`config.mk`:
```
export PLATFORM = sky130hd
export DESIGN_NAME = setup_msg_seq
export DESIGN_NICKNAME = d
export VERILOG_FILES = /design/src/rtl/setup_msg_pkg.sv /design/src/rtl/msg_asm.sv /design/src/rtl/peer_tbl.sv /design/src/rtl/setup_msg_seq.sv
export SDC_FILE = /design/constraint.sdc
export NUM_CORES = 1
export LEC_CHECK = 0
export BUFFER_PORTS_ARGS = -buffer_cell sky130_fd_sc_hd__buf_4
export CAP_MARGIN = 15
export CORE_MARGIN = 10
export CORE_UTILIZATION = 45
export CTS_CLUSTER_SIZE = 28
export DETAILED_ROUTE_END_ITERATION = 12
export HOLD_SLACK_MARGIN = 0.15
export RECOVER_POWER = 100
export SLEW_MARGIN = 20
export SYNTH_ARGS = -nofsm -noshare
export SYNTH_HDL_FRONTEND = slang
export SYNTH_SLANG_ARGS = --single-unit
```
`constraint.sdc`:
```
create_clock -name clk -period 3.9 [get_ports clk]
set_input_delay 0.39 -clock clk [delete_from_list [all_inputs] [get_ports clk]]
set_output_delay 0.39 -clock clk [all_outputs]
set_load 0.01 [all_outputs]
```
`src/rtl/setup_msg_pkg.sv`:
```
package setup_msg_pkg;

    localparam int MSG_BYTES = 8;
    localparam int MSG_W     = MSG_BYTES * 8;
    localparam int ID_W      = 16;

    typedef enum logic [2:0] {
        ST_VER   = 3'd0,
        ST_ID    = 3'd1,
        ST_PEERS = 3'd2,
        ST_RUN   = 3'd3,
        ST_FAIL  = 3'd4
    } seq_state_t;

    typedef enum logic [3:0] {
        E_NONE      = 4'd0,
        E_VERSION   = 4'd1,
        E_ID        = 4'd2,
        E_MASTER    = 4'd3,
        E_RANGE     = 4'd4,
        E_VEC_FULL  = 4'd5,
        E_SELF_DISC = 4'd6,
        E_MEM_DUP   = 4'd7,
        E_TBL_OVF   = 4'd8
    } seq_err_t;

    typedef struct packed {
        logic [MSG_W-1:0] val;
        logic             hnd;
    } ctl_msg_t;

    function automatic logic is_mem_marker(input logic [MSG_W-1:0] v);
        return &v;
    endfunction

    function automatic logic fits_id(input logic [MSG_W-1:0] v);
        return v[MSG_W-1:ID_W] == '0;
    endfunction

endpackage

```
`src/rtl/msg_asm.sv`:
```
module msg_asm
    import setup_msg_pkg::*;
(
    input  logic     clk,
    input  logic     rst,
    input  logic     in_valid,
    input  logic [7:0] in_byte,
    input  logic     in_hnd,
    output logic     msg_v,
    output ctl_msg_t msg
);
    localparam int BCW = $clog2(MSG_BYTES);

    logic [BCW-1:0]   bcnt_q;
    logic [MSG_W-1:0] shift_q;
    logic [MSG_W-1:0] shift_d;

    assign shift_d = {in_byte, shift_q[MSG_W-1:8]};

    always_ff @(posedge clk) begin
        if (rst) begin
            bcnt_q  <= '0;
            shift_q <= '0;
            msg_v   <= 1'b0;
            msg     <= '0;
        end else begin
            msg_v <= 1'b0;
            if (in_valid) begin
                shift_q <= shift_d;
                if (bcnt_q == BCW'(MSG_BYTES - 1)) begin
                    bcnt_q  <= '0;
                    msg_v   <= 1'b1;
                    msg.val <= shift_d;
                    msg.hnd <= in_hnd;
                end else begin
                    bcnt_q <= bcnt_q + 1'b1;
                end
            end
        end
    end


    asm_src_chk: assert property (@(posedge clk) disable iff (rst)
        msg_v |-> $past(in_valid));

endmodule

```
`src/rtl/peer_tbl.sv`:
```
module peer_tbl
    import setup_msg_pkg::*;
#(
    parameter int MAX_VEC    = 4,
    parameter int PEER_CAP   = 32,
    parameter int INIT_PEERS = 16
) (
    input  logic                          clk,
    input  logic                          rst,
    input  logic [ID_W-1:0]               idx,
    input  logic                          grow_en,
    input  logic [$clog2(PEER_CAP+1)-1:0] grow_to,
    input  logic                          inc_en,
    input  logic                          clr_en,
    output logic [$clog2(MAX_VEC+1)-1:0]  rd_cnt,
    output logic [$clog2(PEER_CAP+1)-1:0] size
);
    localparam int CW  = $clog2(MAX_VEC + 1);
    localparam int SW  = $clog2(PEER_CAP + 1);
    localparam int PIW = (PEER_CAP > 1) ? $clog2(PEER_CAP) : 1;

    logic [CW-1:0] cnt_a [PEER_CAP];
    logic          in_rng;

    assign in_rng = {1'b0, idx} < 17'(PEER_CAP);
    assign rd_cnt = in_rng ? cnt_a[idx[PIW-1:0]] : '0;

    for (genvar i = 0; i < PEER_CAP; i++) begin : g_ent
        logic hit;
        assign hit = in_rng && (idx[PIW-1:0] == PIW'(i));
        always_ff @(posedge clk) begin
            if (rst) begin
                cnt_a[i] <= '0;
            end else if (hit && clr_en) begin
                cnt_a[i] <= '0;
            end else if (hit && inc_en) begin
                cnt_a[i] <= cnt_a[i] + 1'b1;
            end
        end
    end

    always_ff @(posedge clk) begin
        if (rst) begin
            size <= SW'(INIT_PEERS);
        end else if (grow_en) begin
            size <= grow_to;
        end
    end


    tbl_cap_chk: assert property (@(posedge clk) disable iff (rst)
        grow_en |=> size <= SW'(PEER_CAP));


    tbl_mono_chk: assert property (@(posedge clk) disable iff (rst)
        1'b1 |=> size >= $past(size));


    cnt_lim_chk: assert property (@(posedge clk) disable iff (rst)
        rd_cnt <= CW'(MAX_VEC));

endmodule

```
`src/rtl/setup_msg_seq.sv`:
```
module setup_msg_seq
    import setup_msg_pkg::*;
#(
    parameter logic [63:0] PROTO_VER  = 64'd0,
    parameter int          MAX_VEC    = 4,
    parameter int          PEER_CAP   = 32,
    parameter int          INIT_PEERS = 16,
    parameter bit          IS_MASTER  = 1'b0
) (
    input  logic                          clk,
    input  logic                          rst,
    input  logic                          in_valid,
    input  logic [7:0]                    in_byte,
    input  logic                          in_hnd,
    output logic                          setup_done,
    output logic                          setup_fail,
    output logic [15:0]                   own_id,
    output logic [$clog2(PEER_CAP+1)-1:0] tbl_size,
    output logic                          ev_attach,
    output logic                          ev_detach,
    output logic                          ev_mem,
    output logic [15:0]                   ev_peer,
    output logic [$clog2(MAX_VEC+1)-1:0]  ev_vec,
    output logic                          err_valid,
    output logic [3:0]                    err_code
);
    localparam int CW = $clog2(MAX_VEC + 1);
    localparam int SW = $clog2(PEER_CAP + 1);

    logic       msg_v;
    ctl_msg_t   msg;
    seq_state_t st_q, st_d;
    logic [ID_W-1:0] id_q, id_d;
    logic [ID_W-1:0] peer;
    logic [16:0]     peer17;
    logic            need_grow, ovf;
    logic            grow_en, inc_en, clr_en;
    logic [CW-1:0]   cnt;
    logic            att_d, det_d, mem_d, err_d;
    seq_err_t        code_d;

    msg_asm u_asm (
        .clk      (clk),
        .rst      (rst),
        .in_valid (in_valid),
        .in_byte  (in_byte),
        .in_hnd   (in_hnd),
        .msg_v    (msg_v),
        .msg      (msg)
    );

    peer_tbl #(
        .MAX_VEC    (MAX_VEC),
        .PEER_CAP   (PEER_CAP),
        .INIT_PEERS (INIT_PEERS)
    ) u_tbl (
        .clk     (clk),
        .rst     (rst),
        .idx     (peer),
        .grow_en (grow_en),
        .grow_to (SW'(peer17 + 17'd1)),
        .inc_en  (inc_en),
        .clr_en  (clr_en),
        .rd_cnt  (cnt),
        .size    (tbl_size)
    );

    assign peer      = msg.val[ID_W-1:0];
    assign peer17    = {1'b0, peer};
    assign need_grow = peer17 >= 17'(tbl_size);
    assign ovf       = peer17 >= 17'(PEER_CAP);

    always_comb begin
        st_d    = st_q;
        id_d    = id_q;
        att_d   = 1'b0;
        det_d   = 1'b0;
        mem_d   = 1'b0;
        err_d   = 1'b0;
        code_d  = E_NONE;
        grow_en = 1'b0;
        inc_en  = 1'b0;
        clr_en  = 1'b0;
        if (msg_v) begin
            unique case (st_q)
                ST_VER: begin
                    if (msg.val == PROTO_VER && !msg.hnd) begin
                        st_d = ST_ID;
                    end else begin
                        err_d  = 1'b1;
                        code_d = E_VERSION;
                        st_d   = ST_FAIL;
                    end
                end
                ST_ID: begin
                    if (msg.hnd || !fits_id(msg.val)) begin
                        err_d  = 1'b1;
                        code_d = E_ID;
                        st_d   = ST_FAIL;
                    end else if (IS_MASTER && peer != '0) begin
                        err_d  = 1'b1;
                        code_d = E_MASTER;
                        st_d   = ST_FAIL;
                    end else begin
                        id_d = peer;
                        st_d = ST_PEERS;
                    end
                end
                ST_PEERS, ST_RUN: begin
                    if (is_mem_marker(msg.val)) begin
                        if (st_q == ST_PEERS) begin
                            mem_d = 1'b1;
                            st_d  = ST_RUN;
                        end else begin
                            err_d  = 1'b1;
                            code_d = E_MEM_DUP;
                        end
                    end else if (!fits_id(msg.val)) begin
                        err_d  = 1'b1;
                        code_d = E_RANGE;
                    end else if (ovf) begin
                        err_d  = 1'b1;
                        code_d = E_TBL_OVF;
                    end else begin
                        grow_en = need_grow;
                        if (msg.hnd) begin
                            if (cnt == CW'(MAX_VEC)) begin
                                err_d  = 1'b1;
                                code_d = E_VEC_FULL;
                            end else begin
                                att_d  = 1'b1;
                                inc_en = 1'b1;
                            end
                        end else if (peer == id_q) begin
                            err_d  = 1'b1;
                            code_d = E_SELF_DISC;
                        end else begin
                            det_d  = 1'b1;
                            clr_en = 1'b1;
                        end
                    end
                    if (st_q == ST_PEERS && err_d) begin
                        st_d = ST_FAIL;
                    end
                end
                default: ;
            endcase
        end
    end

    always_ff @(posedge clk) begin
        if (rst) begin
            st_q      <= ST_VER;
            id_q      <= '0;
            ev_attach <= 1'b0;
            ev_detach <= 1'b0;
            ev_mem    <= 1'b0;
            ev_peer   <= '0;
            ev_vec    <= '0;
            err_valid <= 1'b0;
            err_code  <= E_NONE;
        end else begin
            st_q      <= st_d;
            id_q      <= id_d;
            ev_attach <= att_d;
            ev_detach <= det_d;
            ev_mem    <= mem_d;
            ev_peer   <= peer;
            ev_vec    <= cnt;
            err_valid <= err_d;
            err_code  <= code_d;
        end
    end

    assign setup_done = (st_q == ST_RUN);
    assign setup_fail = (st_q == ST_FAIL);
    assign own_id     = id_q;


    fail_sticky_chk: assert property (@(posedge clk) disable iff (rst)
        setup_fail |=> setup_fail);


    fail_quiet_chk: assert property (@(posedge clk) disable iff (rst)
        ($past(setup_fail) && setup_fail) |-> !(ev_attach || ev_detach || ev_mem || err_valid));


    run_sticky_chk: assert property (@(posedge clk) disable iff (rst)
        setup_done |=> setup_done);


    mem_entry_chk: assert property (@(posedge clk) disable iff (rst)
        ev_mem |-> (setup_done && !$past(setup_done)));


    attach_vec_chk: assert property (@(posedge clk) disable iff (rst)
        ev_attach |-> ev_vec < CW'(MAX_VEC));


    evt_excl_chk: assert property (@(posedge clk) disable iff (rst)
        $onehot0({ev_attach, ev_detach, ev_mem, err_valid}));

endmodule

```
==> summary.md, run 1 <==
| Metric | Value |
|---|---|
| Setup_tns | `0 ns` |
| Violations in the final reports | `max-capacitance violations, max-slew violations` |
| DR vias/cell | `5.73` |
| Worst-margin pin slew | `2.43 ns` |
| Routability-driven placement congestion ratio | `0.902` |
| First-pass GRT wire length | `between 50000 and 60000 um` |
| R2R Setup Slk | `0.23 ns` |
| Resized cells post-CTS | `0` |
| Ranking of synthesized cells by area | `dfxtp_1, edfxtp_1, mux2i_1, nand2_1, nor4_1` |
| Slew HR | `-0.621` |
| Synth Area in Compound Gates | `0.0859` |
| Mux cell area share after synthesis | `0.0931` |
| Worst Clk Skew | `around 0.017 ns` |
| Sequential element share of the synthesized area | `0.510` |
| Critical Path AT | `between 3 and 4 ns` |
| CTS Sinks | `278` |
| Final worst path period share | `0.940` |
| Yosys cell types | `50` |
| Syn Inst Count | `between 1k and 1.5k` |
| Synth Area in Adders | `0.0450` |
| PwrDens | `between 400 and 500 nW/um^2` |
| CTS max path bufs | `3` |
| Clk Latency, worst-skew pair | `0.57 ns` |
| Crit. End Element | `register` |
| Largest net degree at the start of global routing | `95` |
| Vias in the first global route | `around 9.6k` |
| Dominant cell type by area after synthesis | `dfxtp_1` |
| Min-delay src | `u_asm.shift_q[16]$_SDFFE_PP0P_` |
| Worst Hold Class | `reg2reg` |
| Synth Area in XOR/XNOR | `0.0349` |
| Synth Area in Simple Gates | `0.189` |
| Die area | `roughly 36000 sq um` |
| 1st-pass router iterations | `5` |
| Final setup fails | `0` |
| Largest family of logic cells by synthesized area | `simple AND/OR/NAND/NOR gates` |
| CTS tree | `built` |
| Static leakage | `roughly 5 nW` |
| Net Count, Synth | `about 1.3k` |
| GRT Residual Overflow | `0` |
| Maximum VDD drop | `0.320 mV` |
| CTS H-tree lvls | `1` |
| Root Buffer | `clkbuf_16` |
| Post-DRT Antenna Nets | `0` |
| Async set-reset flop share out of synthesis | `0` |
| Hpwl dp | `between 20000 and 25000 um` |
| R2R depth | `9` |
| RSZ-0062 raised after global routing | `false` |
| Final Hold Viols | `0` |
| Die Ht | `189 um` |
| Ys flop type | `dfxtp_1` |
| Starting Density | `0.458` |
| Achievable Freq | `about 0.27 GHz` |
| Status | `complete, but fails checks` |
| Routed length per instance | `19.8 um` |
| Via count | `9792` |
| Core ar. | `around 28000 sq um` |
| TritonCTS Buffers | `31` |
| DRC marker count from the first detailed-route iteration | `roughly 670` |
| Rows | `between 60 and 70` |
| Die W | `about 190 um` |
| Netlist Area Pre-Place | `roughly 13000 sq um` |
| Antenna violations before repair | `0` |
| Ant diodes | `0` |
| CTS clk-pin slew, worst paths | `~0.060 ns` |
| Total Nets Final | `1366` |
| Max Transition Viols Final | `141` |
| Synth-to-Final Area Change | `13.6%` |
| Hold Path Stages | `2` |
| Yosys warns | `0` |
| Period minus WS final | `3.67 ns` |
| MaxCap Viol Count | `3` |
| Share of the synthesized area in the top cell type | `0.285` |
| Yosys reg bits | `between 200 and 300` |
| Synth Area per Inst | `10.1 sq um` |
| Num ports | `63` |
| Total track usage | `0.186` |
| Post-synth EDFFs | `96` |
| CP Max Fanout | `32` |
| Layout cells sized above 1 | `0.0856` |
| Worst r2r dst | `u_tbl.cnt_a[1][1]$_SDFFCE_PN0P_` |
| Wirelength, routed | `around 34000 um` |
| Final instance area | `14500 sq um` |
| Critical Path Start Type | `register` |
| I/O Buffers | `62` |
| Worst EP required | `~4.2 ns` |
| Worst Hold End | `u_asm.msg[9]$_SDFFE_PP0P_` |
| Setup Crit Path Kind | `reg2reg` |
| DR DRC count | `0` |
| Placed Instance Area | `about 14000 sq um` |
-- synth_stat cells (all sizes together) (2+ instances only) --
cell type,number
a2111oi,3
a211oi,5
a21o,4
a21oi,86
a22oi,3
a31o,6
a41o,24
and2,2
and3,5
and4,2
buf,31
clkbuf,67
dfxtp,182
edfxtp,96
ha,46
inv,32
mux2,6
mux2i,74
mux4,17
nand2,181
nand2b,9
nand3,26
nand3b,2
nand4,38
nor2,89
nor2b,23
nor3,23
nor3b,2
nor4,95
o21a,4
o21ai,12
o22a,8
o22ai,3
o311ai,2
or3,3
xnor2,48
xor2,3
-- final cells by class --
type                    instances  area, sq um
multi-input cells             862         5730
flip-flops and latches        278         6530
fillers                      2637        13400
clock inverters                14          186
repair buffers                102          603
clock buffers                  43          881
inverters                      33          124
well taps                     378          473
-- power by group --
| part | internal, W | total, W | switching (W) |
|---|---|---|---|
| clock network | 0.00184 | 0.00303 | 0.00119 |
| registers | 0.00306 | 0.00311 | 0.0000572 |
| logic | 0.000109 | 0.000236 | 0.000127 |
| total | 0.00500 | 0.00638 | 0.00137 |
-- layer usage --
metal,wire length [um],global-route usage,up-vias,part of all wire
met5,0,0,-,0
met4,930,0.0565,0,0.027
met3,1820,0.0303,61,0.054
met2,16400,0.310,278,0.48
met1,14800,0.241,4744,0.44
li1,-,-,4709,-
-- critical path: stages, from the launching register on --
cell and delay (ns):
dfxtp_1 0.74, buf_4 0.29, mux4_2 0.50, mux2i_1 0.22
nand2b_1 0.10, mux4_2 0.50, nor3_4 0.33, a311oi_1 0.19
buf_12 0.23, a41o_1 0.30
-- sequential cells by signal (all words and copies together) (netlist names), 3 cells and up, named ones only --
name,count
u_tbl.cnt_a,96
u_asm.shift_q,56
err_code,4
ev_peer,16
ev_vec,3
u_asm.msg,65
u_asm.bcnt_q,3
u_tbl.size,6
st_q,3
own_id,16
-- through the flow --
stage	cells	hold slack, ns	worst slack, ns	util	total power [W]
after CTS	1710	0.303	0.245	0.529	0.00643
final	1710	0.466	0.233	0.520	0.00638
after detailed placement	1643	0.463	0.251	0.487	0.00340
after global routing	1710	0.488	0.0369	0.520	0.00658
after global placement	1643	0.459	0.317	0.487	0.00340
after floorplan	1271	0.444	0.766	-	0.00332
-- cell families (layout without fill, tap and decap cells) --
| logic type | count (synthesis) | in the layout |
|---|---|---|
| muxes | 97 | 97 |
| and+or+nand+nor | 501 | 501 |
| buffers and inverters | 131 | 192 |
| DFF | 278 | 278 |
| adders and majority gates | 46 | 46 |
| AOI/OAI and AO/OA | 167 | 167 |
| xor gates and xnor gates | 51 | 51 |
-- placed cells by master (no fill, tap or decap), drive strengths merged, types with 4 or more instances in the layout --
cell type      n
mux2i         74
o21a           4
nor4          95
a211oi         5
nand2        181
nand3         26
a21o           4
o21ai         12
nor2b         23
clkbuf       105
nand4         38
mux2           6
a41o          24
dlygate4sd3   10
and3           5
inv           33
dfxtp        182
a21oi         86
o22a           8
xnor2         48
clkinv         8
nand2b         9
buf           30
edfxtp        96
bufinv         4
a31o           6
mux4          17
nor2          89
nor3          23
ha            46
-- how the worst max path moves through the flow --
stage	slack [ns]	to	cells past startpoint	start
CTS	0.25	u_tbl.cnt_a[11][1]$_SDFFCE_PN0P_	9	register
detailed placement	0.25	u_tbl.cnt_a[11][2]$_SDFFCE_PN0P_	9	register
global route	0.04	u_tbl.cnt_a[11][1]$_SDFFCE_PN0P_	9	register
floorplan	0.77	u_tbl.cnt_a[0][0]$_SDFFCE_PN0P_	9	register
finish	0.23	u_tbl.cnt_a[1][1]$_SDFFCE_PN0P_	9	register
global placement	0.32	u_tbl.cnt_a[20][2]$_SDFFCE_PN0P_	9	register
-- repair_timing --
action | CTS | global route
buffers inserted | 0 | 0
endpoints found under the setup margin | 0 | 0
hold buffers | 10 | 0
endpoints found under the hold margin | 19 | 0
Note: power is estimated with default switching activity, not from simulation.
==> inputs of run 2 (changes only) <==
ABC_AREA = 1   (was unset)
==> summary.md, run 2 <==
| Metric | Value |
|---|---|
| Wirelength, routed | `32900 um (was 33900 um)` |
| Hold slack | `0.231 ns (was 0.466 ns)` |
| Via count | `10.3k (was 9792)` |
| Net Count, Synth | `1625 (was 1329)` |
| Worst-margin pin slew | `1.56 ns (was 2.43 ns)` |
| Sequential element share of the synthesized area | `0.501 (was 0.510)` |
| Largest registers | `u_tbl.cnt_a: 96 flops, u_asm.msg: 65 flops, u_asm.shift_q: 56 flops (unchanged)` |
| FILL cells | `2820 (was 2637)` |
| Yosys cell types | `40 (was 50)` |
| Yosys warns | `0 (unchanged)` |
| Worst Hold Class | `in2reg (was reg2reg)` |
| Setup_tns | `0 ns (unchanged)` |
| Commonest cells in the netlist | `nand2_1, nor2_1, dfxtp_1, inv_1, nand3_1 (was dfxtp_1, nand2_1, edfxtp_1, nor4_1, nor2_1)` |
| Synth Area per Inst | `8.32 sq um (was 10.1 sq um)` |
| Pre-CTS WS | `0.598 ns (was 0.251 ns)` |
| CTS tree | `built (unchanged)` |
| Violations in the final reports | `max-capacitance violations, max-slew violations (unchanged)` |
| Resized cells post-CTS | `0 (unchanged)` |
| Routability-driven placement congestion ratio | `0.859 (was 0.902)` |
| Maximum VDD drop | `0.272 mV (was 0.320 mV)` |
| Final worst path period share | `0.855 (was 0.940)` |
| 1st-pass router iterations | `5 (unchanged)` |
| Top reg by flops | `u_tbl.cnt_a (unchanged)` |
| Most frequent cell after synthesis | `nand2_1 (was dfxtp_1)` |
| Final Hold Viols | `0 (unchanged)` |
| Max reg flops | `96 (unchanged)` |
| Netlist Area Pre-Place | `13000 sq um (was 12800 sq um)` |
| Dominant cell type by area after synthesis | `dfxtp_1 (unchanged)` |
| Commonest non-fill, non-tap cell in the layout | `nand2_1 (was dfxtp_1)` |
| Post-synth EDFFs | `96 (unchanged)` |
| MaxCap Viol Count | `1 (was 3)` |
| Achievable Freq | `0.300 GHz (was 0.273 GHz)` |
| Final instance area | `14400 sq um (was 14500 sq um)` |
| Die Ht | `190 um (was 189 um)` |
| Routed length per instance | `16.3 um (was 19.8 um)` |
| Largest net degree at the start of global routing | `132 (was 95)` |
| Critical Path Start Type | `register (unchanged)` |
| Worst EP required | `4.16 ns (was 4.21 ns)` |
| Crit. End Element | `register (unchanged)` |
| Layout cells sized above 1 | `0.0577 (was 0.0856)` |
| Commonest cells after routing, fill and taps aside | `nand2_1, nor2_1, dfxtp_1 (was dfxtp_1, nand2_1, edfxtp_1)` |
| Total track usage | `0.178 (was 0.186)` |
| Root Buffer | `clkbuf_16 (unchanged)` |
| I/O Buffers | `62 (unchanged)` |
| Static leakage | `5.90 nW (was 5.07 nW)` |
| Share of the synthesized area in the top cell type | `0.280 (was 0.285)` |
| Ys flop type | `dfxtp_1 (unchanged)` |
| Slew HR | `-0.0440 (was -0.621)` |
| Antenna violations before repair | `0 (unchanged)` |
| CTS H-tree lvls | `1 (unchanged)` |
| RSZ-0062 raised after global routing | `false (unchanged)` |
| Worst Clk Skew | `0.0359 ns (was 0.0166 ns)` |
| Total Nets Final | `1664 (was 1366)` |
| Yosys reg bits | `278 (unchanged)` |
| Final worst slack | `0.566 ns (was 0.233 ns)` |
| Die area | `36200 sq um (was 35600 sq um)` |
| Num ports | `63 (unchanged)` |
| Ranking of synthesized cells by area | `dfxtp_1, edfxtp_1, nand2_1, nor2_1, nand3_1 (was dfxtp_1, edfxtp_1, mux2i_1, nand2_1, nor4_1)` |
| Period minus WS final | `3.33 ns (was 3.67 ns)` |
| Hold-fix buffer count after cts | `8 (was 10)` |
| First-pass GRT wire length | `52900 um (was 53900 um)` |
| PwrDens | `430 nW/um^2 (was 439 nW/um^2)` |
| Starting Density | `0.455 (was 0.458)` |
| Clk Latency, worst-skew pair | `0.57 ns (about the same)` |
| Status | `complete, but fails checks (unchanged)` |
| GRT Residual Overflow | `0 (unchanged)` |
| Setup Crit Path Kind | `reg2reg (unchanged)` |
| DR vias/cell | `5.09 (was 5.73)` |
| TritonCTS Buffers | `29 (was 31)` |
| Vias in the first global route | `10.1k (was 9582)` |
| Placed Instance Area | `13700 sq um (was 13600 sq um)` |
| Synth-to-Final Area Change | `10.1% (was 13.6%)` |
| Hpwl dp | `22300 um (was 23100 um)` |
| FF+latch area | `6530 sq um (unchanged)` |
| DRC marker count from the first detailed-route iteration | `785 (was 671)` |
| Post-DRT Antenna Nets | `0 (unchanged)` |
| DR DRC count | `0 (unchanged)` |
| Critical Path AT | `3.59 ns (was 3.98 ns)` |
| Die W | `190 um (was 189 um)` |
| CTS Sinks | `278 (unchanged)` |
| CP Max Fanout | `29 (was 32)` |
| Placed cell count | `1951 (was 1643)` |
| Number of setup buffers added after CTS | `0 (unchanged)` |
| CTS max path bufs | `3 (unchanged)` |
| Multi-input logic area | `5400 sq um (was 5730 sq um)` |
| Final setup fails | `0 (unchanged)` |
| Async set-reset flop share out of synthesis | `0 (unchanged)` |
| Rows | `62 (was 61)` |
| Post-route insts no fill | `2013 (was 1710)` |
| Max Transition Viols Final | `22 (was 141)` |
| Core ar. | `28600 sq um (was 27900 sq um)` |
| CTS clk-pin slew, worst paths | `0.06 ns (about the same)` |
| Syn Inst Count | `1567 (was 1271)` |
| Ant diodes | `0 (unchanged)` |
-- run 2: changes by cell type in the layout (fill, tap and decap cells not counted), moves of 17 or more --
cell / delta
nor2_1: +204
nand2_1: +146
inv_1: +94
nand3_1: +93
nor4_1: -79
mux2i_1: -74
o21ai_0: +73
a21oi_1: -57
o31ai_1: +27
a41o_1: -24
nor2b_1: -23
mux4_2: -17
-- run 2: cells by family (layout without fill, tap and decap cells) --
group / Yosys count / after routing / synth area share
buf+inv: 210 / 272 / 0.0681
compound gates: 168 / 168 / 0.0764
xor+xnor: 46 / 46 / 0.0309
simple gates: 819 / 819 / 0.280
fa+ha+maj: 46 / 46 / 0.0442
flops: 278 / 278 / 0.501
-- run 2: power breakdown --
group / switching (W) / internal, W / total (W)
sequential: 0.0000627 / 0.00307 / 0.00313
combinational: 0.000162 / 0.0000880 / 0.000250
clock: 0.00113 / 0.00166 / 0.00279
total: 0.00135 / 0.00482 / 0.00617
-- run 2: worst paths after layout --
path / from / slack (ns) / end / depth (start not counted)
max: u_asm.msg[3]$_SDFFE_PP0P_ / 0.57 / u_tbl.cnt_a[0][0]$_SDFFCE_PN0P_ / 14
max reg2reg: u_asm.msg[3]$_SDFFE_PP0P_ / 0.57 / u_tbl.cnt_a[0][0]$_SDFFCE_PN0P_ / 14
min reg2reg: u_asm.shift_q[42]$_SDFFE_PP0P_ / 0.45 / u_asm.msg[35]$_SDFFE_PP0P_ / 2
min: in_hnd / 0.23 / u_asm.msg[0]$_SDFFE_PP0P_ / 3
-- run 2: layout make-up --
type / instances / area share
sequential: 278 / 0.455
multi-input combinational: 1079 / 0.376
clock buffer: 49 / 0.0667
inverter: 135 / 0.0357
tap: 384 / 0.0335
timing repair buffer: 83 / 0.0314
clock inverter: 5 / 0.00201
-- run 2: worst max-delay path, cell delays in order (launching register included) --
cell and delay (ns):
dfxtp_1 0.55, nand2_1 0.22, nor2_1 0.39, nand4_1 0.19
nor3_1 0.25, nand4_1 0.15, nor2_1 0.26, nor2_1 0.14
nand3_1 0.10, inv_1 0.09, nand2_1 0.11, nand2_1 0.08
buf_4 0.27, nand2_1 0.12, nand2_1 0.10
-- run 2: layer usage --
metal / GRT usage / up-vias / wire [um]
li1: - / 5214 / -
met1: 0.224 / 4774 / 14600
met2: 0.308 / 213 / 16200
met3: 0.0265 / 50 / 1390
met4: 0.0521 / 0 / 723
met5: 0 / - / 0
-- run 2: per-stage QoR --
stage | power [W] | utilization
floorplan | 0.00335 | -
global placement | 0.00344 | 0.480
detailed placement | 0.00344 | 0.480
CTS | 0.00623 | 0.517
global route | 0.00640 | 0.501
finish | 0.00617 | 0.501
